File: src/rtl/sws_pkg.sv
package sws_pkg;

    typedef enum logic [1:0] {
        OP_RD_BYTE = 2'd0,
        OP_WR_BYTE = 2'd1,
        OP_WR_WORD = 2'd2
    } eng_op_e;

    typedef enum logic [2:0] {
        ST_IDLE,
        ST_POLL_GO,
        ST_POLL_WAIT,
        ST_WR_GO,
        ST_WR_WAIT
    } seq_state_e;

endpackage

File: src/rtl/sws_ready_check.sv
module sws_ready_check #(
    parameter int               BYTE_W     = 8,
    parameter logic [BYTE_W-1:0] READY_MASK = 8'h70
) (
    input  logic [BYTE_W-1:0] rdata,
    input  logic              nack,
    input  logic              err,
    output logic              ready
);
    logic [BYTE_W-1:0] bit_ok;

    for (genvar b = 0; b < BYTE_W; b++) begin : g_bit
        if (READY_MASK[b]) begin : g_need
            assign bit_ok[b] = rdata[b];
        end else begin : g_skip
            assign bit_ok[b] = 1'b1;
        end
    end

    // all flagged bits high and a clean completion
    assign ready = (&bit_ok) & ~nack & ~err;
endmodule

File: src/rtl/sws_poll_budget.sv
module sws_poll_budget #(
    parameter int POLL_W = 16
) (
    input  logic              clk,
    input  logic              rst_n,
    input  logic              load,
    input  logic              bump,
    input  logic [POLL_W-1:0] limit,
    output logic              last
);
    typedef struct packed {
        logic [POLL_W-1:0] cnt;
        logic [POLL_W-1:0] lim;
    } bud_t;

    bud_t bud_d, bud_q;
    logic [POLL_W:0] cnt_next;

    always_comb begin
        bud_d = bud_q;
        if (load) begin
            bud_d.cnt = '0;
            bud_d.lim = (limit == '0) ? POLL_W'(1) : limit;
        end else if (bump) begin
            bud_d.cnt = bud_q.cnt + POLL_W'(1);
        end
    end

    always_ff @(posedge clk or negedge rst_n) begin
        if (!rst_n) begin
            bud_q.cnt <= '0;
            bud_q.lim <= POLL_W'(1);
        end else begin
            bud_q <= bud_d;
        end
    end

    assign cnt_next = {1'b0, bud_q.cnt} + {{POLL_W{1'b0}}, 1'b1};
    assign last     = cnt_next >= {1'b0, bud_q.lim};

    // failed polls never reach the latched budget
    assert_budget_bound_R8: assert property (@(posedge clk) disable iff (!rst_n)
        bud_q.cnt < bud_q.lim);

    // the budget never runs below one
    assert_budget_nonzero_R8: assert property (@(posedge clk) disable iff (!rst_n)
        bud_q.lim != '0);
endmodule

File: src/rtl/safe_write_seq.sv
module safe_write_seq
    import sws_pkg::*;
#(
    parameter int                BYTE_W     = 8,
    parameter int                POLL_W     = 16,
    parameter logic [BYTE_W-1:0] STATUS_CMD = 8'hEF,
    parameter logic [BYTE_W-1:0] READY_MASK = 8'h70,
    localparam int               WORD_W     = 2 * BYTE_W
) (
    input  logic              clk,
    input  logic              rst_n,
    input  logic              req_valid,
    input  logic              req_word,
    input  logic [BYTE_W-1:0] req_cmd,
    input  logic [WORD_W-1:0] req_data,
    input  logic [POLL_W-1:0] poll_limit,
    output logic              busy,
    output logic              done,
    output logic              nack_err,
    output logic              timeout,
    output logic              eng_start,
    output logic [1:0]        eng_op,
    output logic [BYTE_W-1:0] eng_cmd,
    output logic [WORD_W-1:0] eng_wdata,
    input  logic              eng_done,
    input  logic              eng_nack,
    input  logic              eng_err,
    input  logic [BYTE_W-1:0] eng_rdata
);
    typedef struct packed {
        seq_state_e        st;
        logic              word;
        logic [BYTE_W-1:0] cmd;
        logic [WORD_W-1:0] data;
        logic              done;
        logic              nack;
        logic              tmo;
    } seq_t;

    seq_t seq_d, seq_q;
    logic poll_ready;
    logic bud_load, bud_bump, bud_last;

    sws_ready_check #(
        .BYTE_W     (BYTE_W),
        .READY_MASK (READY_MASK)
    ) ready_i (
        .rdata (eng_rdata),
        .nack  (eng_nack),
        .err   (eng_err),
        .ready (poll_ready)
    );

    sws_poll_budget #(
        .POLL_W (POLL_W)
    ) budget_i (
        .clk   (clk),
        .rst_n (rst_n),
        .load  (bud_load),
        .bump  (bud_bump),
        .limit (poll_limit),
        .last  (bud_last)
    );

    always_comb begin
        seq_d      = seq_q;
        seq_d.done = 1'b0;
        seq_d.nack = 1'b0;
        seq_d.tmo  = 1'b0;
        bud_load   = 1'b0;
        bud_bump   = 1'b0;
        unique case (seq_q.st)
            ST_IDLE: begin
                if (req_valid) begin
                    seq_d.st   = ST_POLL_GO;
                    seq_d.word = req_word;
                    seq_d.cmd  = req_cmd;
                    seq_d.data = req_data;
                    bud_load   = 1'b1;
                end
            end
            ST_POLL_GO: seq_d.st = ST_POLL_WAIT;
            ST_POLL_WAIT: begin
                if (eng_done) begin
                    if (poll_ready) begin
                        seq_d.st = ST_WR_GO;
                    end else if (bud_last) begin
                        seq_d.st  = ST_IDLE;
                        seq_d.tmo = 1'b1;
                    end else begin
                        seq_d.st = ST_POLL_GO;
                        bud_bump = 1'b1;
                    end
                end
            end
            ST_WR_GO: seq_d.st = ST_WR_WAIT;
            ST_WR_WAIT: begin
                if (eng_done) begin
                    seq_d.st = ST_IDLE;
                    if (eng_nack || eng_err) seq_d.nack = 1'b1;
                    else                     seq_d.done = 1'b1;
                end
            end
            default: seq_d.st = ST_IDLE;
        endcase
    end

    always_ff @(posedge clk or negedge rst_n) begin
        if (!rst_n) begin
            seq_q      <= '0;
            seq_q.st   <= ST_IDLE;
        end else begin
            seq_q <= seq_d;
        end
    end

    assign busy      = (seq_q.st != ST_IDLE);
    assign done      = seq_q.done;
    assign nack_err  = seq_q.nack;
    assign timeout   = seq_q.tmo;
    assign eng_start = (seq_q.st == ST_POLL_GO) || (seq_q.st == ST_WR_GO);
    assign eng_op    = (seq_q.st == ST_POLL_GO) ? OP_RD_BYTE :
                       (seq_q.word ? OP_WR_WORD : OP_WR_BYTE);
    assign eng_cmd   = (seq_q.st == ST_POLL_GO) ? STATUS_CMD : seq_q.cmd;
    assign eng_wdata = (seq_q.st == ST_POLL_GO) ? '0 :
                       (seq_q.word ? seq_q.data
                                   : {{BYTE_W{1'b0}}, seq_q.data[BYTE_W-1:0]});

    // Observer of the engine port: remembers whether the latest status read was ready
    logic [1:0] obs_op_q;
    logic       obs_ready_q;
    always_ff @(posedge clk or negedge rst_n) begin
        if (!rst_n) begin
            obs_op_q    <= OP_RD_BYTE;
            obs_ready_q <= 1'b0;
        end else if (eng_start) begin
            obs_op_q <= eng_op;
            if (eng_op == OP_RD_BYTE) obs_ready_q <= 1'b0;
        end else if (eng_done && obs_op_q == OP_RD_BYTE) begin
            obs_ready_q <= !eng_nack && !eng_err &&
                           ((eng_rdata & READY_MASK) == READY_MASK);
        end
    end

    // a write start follows a ready status read
    assert_write_gated_R5: assert property (@(posedge clk) disable iff (!rst_n)
        (eng_start && eng_op != OP_RD_BYTE) |-> obs_ready_q);

    // the first engine operation after acceptance is a status read
    assert_first_poll_R2: assert property (@(posedge clk) disable iff (!rst_n)
        $rose(busy) |-> (eng_start && eng_op == OP_RD_BYTE));

    // at most one result at a time
    assert_one_result_R9: assert property (@(posedge clk) disable iff (!rst_n)
        $onehot0({done, nack_err, timeout}));

    // busy ends only together with a result
    assert_busy_release_R9: assert property (@(posedge clk) disable iff (!rst_n)
        $fell(busy) |-> (done || nack_err || timeout));

    // a result is never shown while busy
    assert_result_idle_R9: assert property (@(posedge clk) disable iff (!rst_n)
        (done || nack_err || timeout) |-> !busy);

    // a start is one cycle wide, so a write is never repeated back to back
    assert_start_pulse_R7: assert property (@(posedge clk) disable iff (!rst_n)
        eng_start |=> !eng_start);
endmodule

File: config.mk
export PLATFORM = sky130hd
export DESIGN_NAME = safe_write_seq
export DESIGN_NICKNAME = d
export VERILOG_FILES = /design/src/rtl/sws_pkg.sv /design/src/rtl/sws_ready_check.sv /design/src/rtl/sws_poll_budget.sv /design/src/rtl/safe_write_seq.sv
export SDC_FILE = /design/constraint.sdc
export NUM_CORES = 1
export LEC_CHECK = 0
export CAP_MARGIN = 20
export CORE_MARGIN = 3
export CORE_UTILIZATION = 60
export CTS_CLUSTER_DIAMETER = 50
export DETAILED_ROUTE_END_ITERATION = 7
export DONT_BUFFER_PORTS = 1
export PLACE_DENSITY_LB_ADDON = 0.25
export REMOVE_ABC_BUFFERS = 1
export SYNTH_ARGS = -nofsm -noshare
export SYNTH_HDL_FRONTEND = slang
export SYNTH_SLANG_ARGS = --single-unit
File: constraint.sdc
create_clock -name clk -period 6.4 [get_ports clk]
set_input_delay 0.32 -clock clk [delete_from_list [all_inputs] [get_ports clk]]
set_output_delay 0.32 -clock clk [all_outputs]
set_load 0.01 [all_outputs]
# After elaboration in Yosys (flattened, before gate mapping)
# Index checks and enable logic that the tools add are counted.
totals:
  regBits: 63
  input_bits: 55
  word_cells: 60
op_classes:
  add_sub_neg: 2
  n_lt_le_gt_ge: 1
  n_eq_ne: 7
  n_mux: 28
  bitwise_logic: 4
  reduce_logical: 9
ops:
  columns: ["cell", "count"]
  rows:
  - ["two-way mux 16 bit", 5]
  - ["two-way mux 28 bit", 1]
  - ["adder 16 x 1 -> 17 bit, second input constant", 1]
  - ["greater-or-equal comparator 17 x 16 -> 1 bit", 1]
  - ["adder 16 x 1 -> 16 bit, second input constant", 1]
  - ["logical NOT 16 bit", 1]
  - ["one-hot mux 3 bit (5 select lines)", 1]
  - ["two-way mux 1 bit", 13]
  - ["two-way mux 3 bit", 3]
  - ["two-way mux 2 bit", 4]
  - ["two-way mux 8 bit", 1]
  - ["== test 3 x 2 -> 1 bit, second input constant", 2]
  - ["!= test 2 bit, second input constant", 3]
  - ["AND reduction 3 bit", 2]
  - ["== test 3 x 1 -> 1 bit, second input constant", 1]
  - ["== test 3 bit, second input constant", 1]
  - ["logical NOT 3 bit", 1]
  - ["nonzero test 3 bit", 1]
  - ["bitwise AND 1 bit", 2]
  - ["logical OR 1 bit", 2]
  - ["NOT 1 bit", 2]
  - ["AND reduction 2 bit", 1]
  - ["nonzero test 2 bit", 1]

# Depth between registers and ports, before layout
logic_depth:
  depth_word: 8
  depth_mapped: 15

# Cells and area by module
# From an unflattened synthesis, not the netlist that was laid out.
unflattened:
  hier_cells: 340
  area_unflattened_um2: 3494.6
by_module_without_submodules:
  columns: ["module", "n_inst", "cells_per_inst", "area_per_inst_um2"]
  rows:
  - ["sws_poll_budget", 1, 223, 1978.1]
  - ["safe_write_seq", 1, 115, 1503.9]
  - ["sws_ready_check", 1, 2, 12.5]

# Worst setup path after synthesis
# Ideal clock, no wire load.
synth_path:
  path_kind: "register -> register"
  start: "reg budget_i.bud_q[18] in the netlist's numbering"
  end: "reg budget_i.bud_q[23] in the netlist's numbering"
  setup_ns: 0.125
  arrival_time_ns: 2.845
  setup_slack_ns: 3.430
  path_stages_with_launch: 15
  path_buffers: 2
  synth_period_minus_slack_ns: 2.970
  path_cell_list: "dfrtp_1 nand4_2 nor4_1 nand3_1 or2_0 nand2_1 ha_1 nand3_1 nor2_1 a221oi_2 o21ai_2 or2_1 buf_6 buf_6 mux2_4"
synth_between:
  elab_chain_len: 7
  word_cells_on_any_way: 10
  cone_classes: "add/sub (2); order compare (1); mux (6); reduce/logical (1)"
synth_lines:
  columns: ["element", "line_no", "text"]
  rows:
  - ["start: declaration", "sws_poll_budget.sv:16", "bud_t bud_d, bud_q;"]
  - ["start signal: assignment", "sws_poll_budget.sv:34", "bud_q <= bud_d;"]
  - ["adder 16 x 1 -> 17 bit", "sws_poll_budget.sv:38", "assign cnt_next = {1'b0, bud_q.cnt} + {{POLL_W{1'b0}}, 1'b1};"]
  - ["greater-or-equal comparator 17 x 16 -> 1 bit", "sws_poll_budget.sv:39", "assign last = cnt_next >= {1'b0, bud_q.lim};"]
  - ["two-way mux 1 bit", "safe_write_seq.sv:87", "end else if (bud_last) begin"]
  - ["two-way mux 1 bit", "safe_write_seq.sv:85", "if (poll_ready) begin"]
  - ["two-way mux 1 bit", "safe_write_seq.sv:84", "if (eng_done) begin"]
  - ["two-way mux 1 bit", "safe_write_seq.sv:72", "unique case (seq_q.st)"]
  - ["nonzero test 2 bit (no line)", null, null]
# Several ways; a longest one is shown, not always the timed one. The select of a mux whose other input is x is not followed.
# A chain may end at the register's enable or synchronous reset.

# Worst setup path after layout
layout_path:
  start: "reg budget_i.bud_q[16] in the netlist's numbering"
  end: "reg budget_i.bud_q[21] in the netlist's numbering"
# The elaborated chain is that of the path after synthesis.

==> summary.txt <==
Global route
  – Vias in the first global route: approximately 2400
  – Largest net degree at the start of global routing: 64
  – First-pass GRT wire length: 10900 um
  – Grt total ovfl: 0
  – Initial antenna violation count: 0
  – Total track usage: 21.5%

Finish
  – Number of fill cells: 422
  – Multi-input logic area: around 1800 um2
  – Share of cells above drive strength 1: 9.20%
  – Final Core Density: 67.2%
  – Register Area: 1580 um2
  – NumNets Final: 470
  – Area Growth Syn to Fin: 7.00%
  – Ant diodes: 0

Worst setup path
  – Reg2reg setup slack: between 2 and 3 ns
  – CP Launch Type: register
  – Crit path buf inv count: 0
  – Slowest cell on the critical path: or2_1
  – CP Class: register to register
  – Crit path launch: budget_i.bud_q[16]$_DFFE_PN0P_
  – FF-to-FF Start: budget_i.bud_q[16]$_DFFE_PN0P_
  – Crit-path cells: ha_1 -> nand2_1 -> nor2_2 -> nand2_1 -> nor2_1 -> xor2_1 -> ha_1 -> nand4_1 -> nor4_1 -> nor2_1 -> o21ai_2 -> or2_1 -> mux2_1
  – Crit-path max cell delay: 0.60 ns
  – CP required: between 6 and 7 ns
  – Critical-path maximum fanout: 15
  – Worst reg2reg path depth: 13
  – Crit path DAT: between 4 and 5 ns
  – Crit path max-delay family: simple AND/OR/NAND/NOR gates
  – Reg2reg end: budget_i.bud_q[21]$_DFFE_PN0P_
  – WP depth: 13
  – Crit path capture type: register
  – CP endpoint: budget_i.bud_q[21]$_DFFE_PN0P_

CTS
  – CTS root buffer: clkbuf_8
  – Clock Latency Late Sink: ~0.33 ns
  – Clock buffer depth: 2
  – CTS tree: done
  – Total CTS buffers: 9
  – H-tree levels: 3
  – Clock-pin slew on the worst setup and hold paths: ~0.070 ns
  – Post-CTS setup buffer count: 0
  – Clk sinks: 63

Logic synthesis
  – Netlist cell types: 47
  – Post-synth ARST share: 100%
  – Cell taking the most area after synthesis: dfrtp_1
  – Register area share after synthesis: between 40% and 50%
  – Synth area leaders: dfrtp_1 44%, nand2_1 13%, ha_1 6.1%
  – Synthesized area per cell: 8.71 um2
  – FF+latch count, synth: 63
  – Post-Synthesis Cells: between 400 and 500
  – Warnings, synthesis: 0
  – Yosys top cell area share: 44.3%
  – Synth Flop Type: dfrtp_1
  – Synthesized area: between 3000 and 4000 um2
  – EDFF count, synth: 0

STA
  – Final Cycle Share: roughly three fifths
  – Hold_ws: just over 0.05 ns
  – Slew HR: 35.0%
  – Final setup viols: 0
  – Tightest Pin Transition: slightly below 1 ns
  – Final hold viol count: 0
  – Setup tns final: 0 ns
  – Final Max Slew Viols: 0
  – Final clock skew: around 0.0049 ns
  – Min Tclk post-route: 3.87 ns
  – Max Freq: around 260 MHz
  – RSZ-0062 raised after global routing: false

Die
  – Num ports: between 80 and 90
  – Core ar.: approximately 5600 um2
  – Chip height: 82.4 um
  – # rows: 27
  – Die ar.: ~6800 um2
  – Initial Utilization: a little over three fifths
  – Die W: between 80 and 90 um

Power
  – Leak: around 1.9 nW
  – Power per cell area: about 400 nW/um2
  – VDD IR-drop max: 0.000204 V

Placed design
  – Global placement routability congestion: a little under 0.8
  – Number of port buffers: 0
  – Detailed Place HPWL: around 5100 um

Run status
  – Status: finished clean

Routing
  – Vias: 2648
  – ANT nets after route: 0
  – 1st-pass router iterations: 4
  – DRT Wirelength: just under 7000 um
  – Vias per cell: roughly 5.6
  – First DRT Iteration DRCs: 132
  – # DRC: 0
  – Post-DR wirelength/cell: approximately 15 um

Min path
  – Hold crit path type: input pin to register

Job
  – Max_cap viols: 0
==> cell usage in the layout, fill, tap and decap left out, drive strengths merged, types with 5 or more instances in the layout <==
master  count
dfrtp      62
inv        20
mux2        7
nand3      14
and2       15
nor2b      12
clkbuf     12
o21ai      22
or2        11
nand2     117
nor3        8
nor2       20
xnor2       7
nor4        5
ha         17
a211oi      5
nand4       5
a31o        5
a21oi       6
==> sequential cells by signal (all words and copies together), names as in the netlist <==
register        cells
seq_q              28
done                1
budget_i.bud_q     32
nack_err            1
timeout             1
==> kinds of logic (layout without fill, tap and decap cells) <==
logic type | count (synthesis) | after routing | share of synthesized area, %
fa+ha+maj | 17 | 17 | 6.08
flops | 63 | 63 | 45.1
mux | 9 | 9 | 3.14
xor+xnor | 9 | 9 | 2.25
buf+inv | 38 | 38 | 4.68
simple gates | 215 | 215 | 28.6
compound gates | 51 | 51 | 10.2
==> cells in the mapped netlist (3+ instances only) <==
| cell | number |
|---|---|
| a211oi_1 | 5 |
| nor2b_1 | 12 |
| a211o_1 | 3 |
| and2_1 | 15 |
| clkbuf_1 | 9 |
| or2_2 | 9 |
| nor2_1 | 19 |
| nor3_1 | 8 |
| ha_1 | 17 |
| a21oi_1 | 6 |
| mux2_4 | 3 |
| nand2b_1 | 3 |
| mux2_1 | 3 |
| inv_1 | 20 |
| nand3_1 | 14 |
| nand2_1 | 117 |
| o21ai_0 | 18 |
| o211a_1 | 3 |
| buf_2 | 5 |
| nand4_1 | 4 |
| a31o_1 | 5 |
| nor4_1 | 5 |
| xnor2_1 | 7 |
| o21ai_1 | 3 |
| dfrtp_1 | 62 |
==> through the flow <==
stage	std cells	area [um2]	total power, mW	setup slack (ns)
4_1_cts	474	3750	1.50	2.56
3_3_place_gp	457	3510	1.12	2.63
3_5_place_dp	457	3510	1.15	2.57
5_1_grt	474	3750	1.62	2.21
6_report	474	3750	1.49	2.53
2_1_floorplan	384	3410	1.03	3.19
==> report_power, final <==
group / switching, mW / internal (mW)
clock network: 0.146 / 0.198
registers: 0.0695 / 0.539
logic: 0.353 / 0.185
==> what timing repair did <==
item,CTS,global route
resized for setup,0,0
hold buffers,2,0
endpoints found under the hold margin,63,0
==> layer usage <==
layer | track usage (%) | vias up | wire (um)
met4 | 11.5 | 0 | 187
met3 | 4.01 | 15 | 426
met5 | 0 | - | 0
met2 | 34.6 | 69 | 3260
li1 | - | 1325 | -
met1 | 27.3 | 1239 | 3070
==> worst min path at each step <==
| stage | from | slack [ns] | to | depth (start not counted) |
|---|---|---|---|---|
| 2_1_floorplan | rst_n | 0.02 | budget_i.bud_q[10]$_DFFE_PN0P_ | 0 |
| 3_3_place_gp | rst_n | 0.03 | seq_q[18]$_DFFE_PN0P_ | 0 |
| 3_5_place_dp | rst_n | 0.03 | seq_q[13]$_DFFE_PN0P_ | 0 |
| 4_1_cts | eng_nack | 0.04 | done$_DFF_PN0_ | 1 |
| 5_1_grt | eng_nack | 0.04 | done$_DFF_PN0_ | 1 |
| 6_report | eng_nack | 0.05 | done$_DFF_PN0_ | 1 |
==> area by class of cell <==
cell class	count	area share, %
Clock buffer	12	4.14
Clock inverter	3	1.14
Inverter	20	2.00
Timing Repair Buffer	3	1.20
Tap cell	72	2.40
Sequential cell	63	42.1
Multi-Input combinational cell	301	47.0
Note: power is estimated with default switching activity, not from simulation.
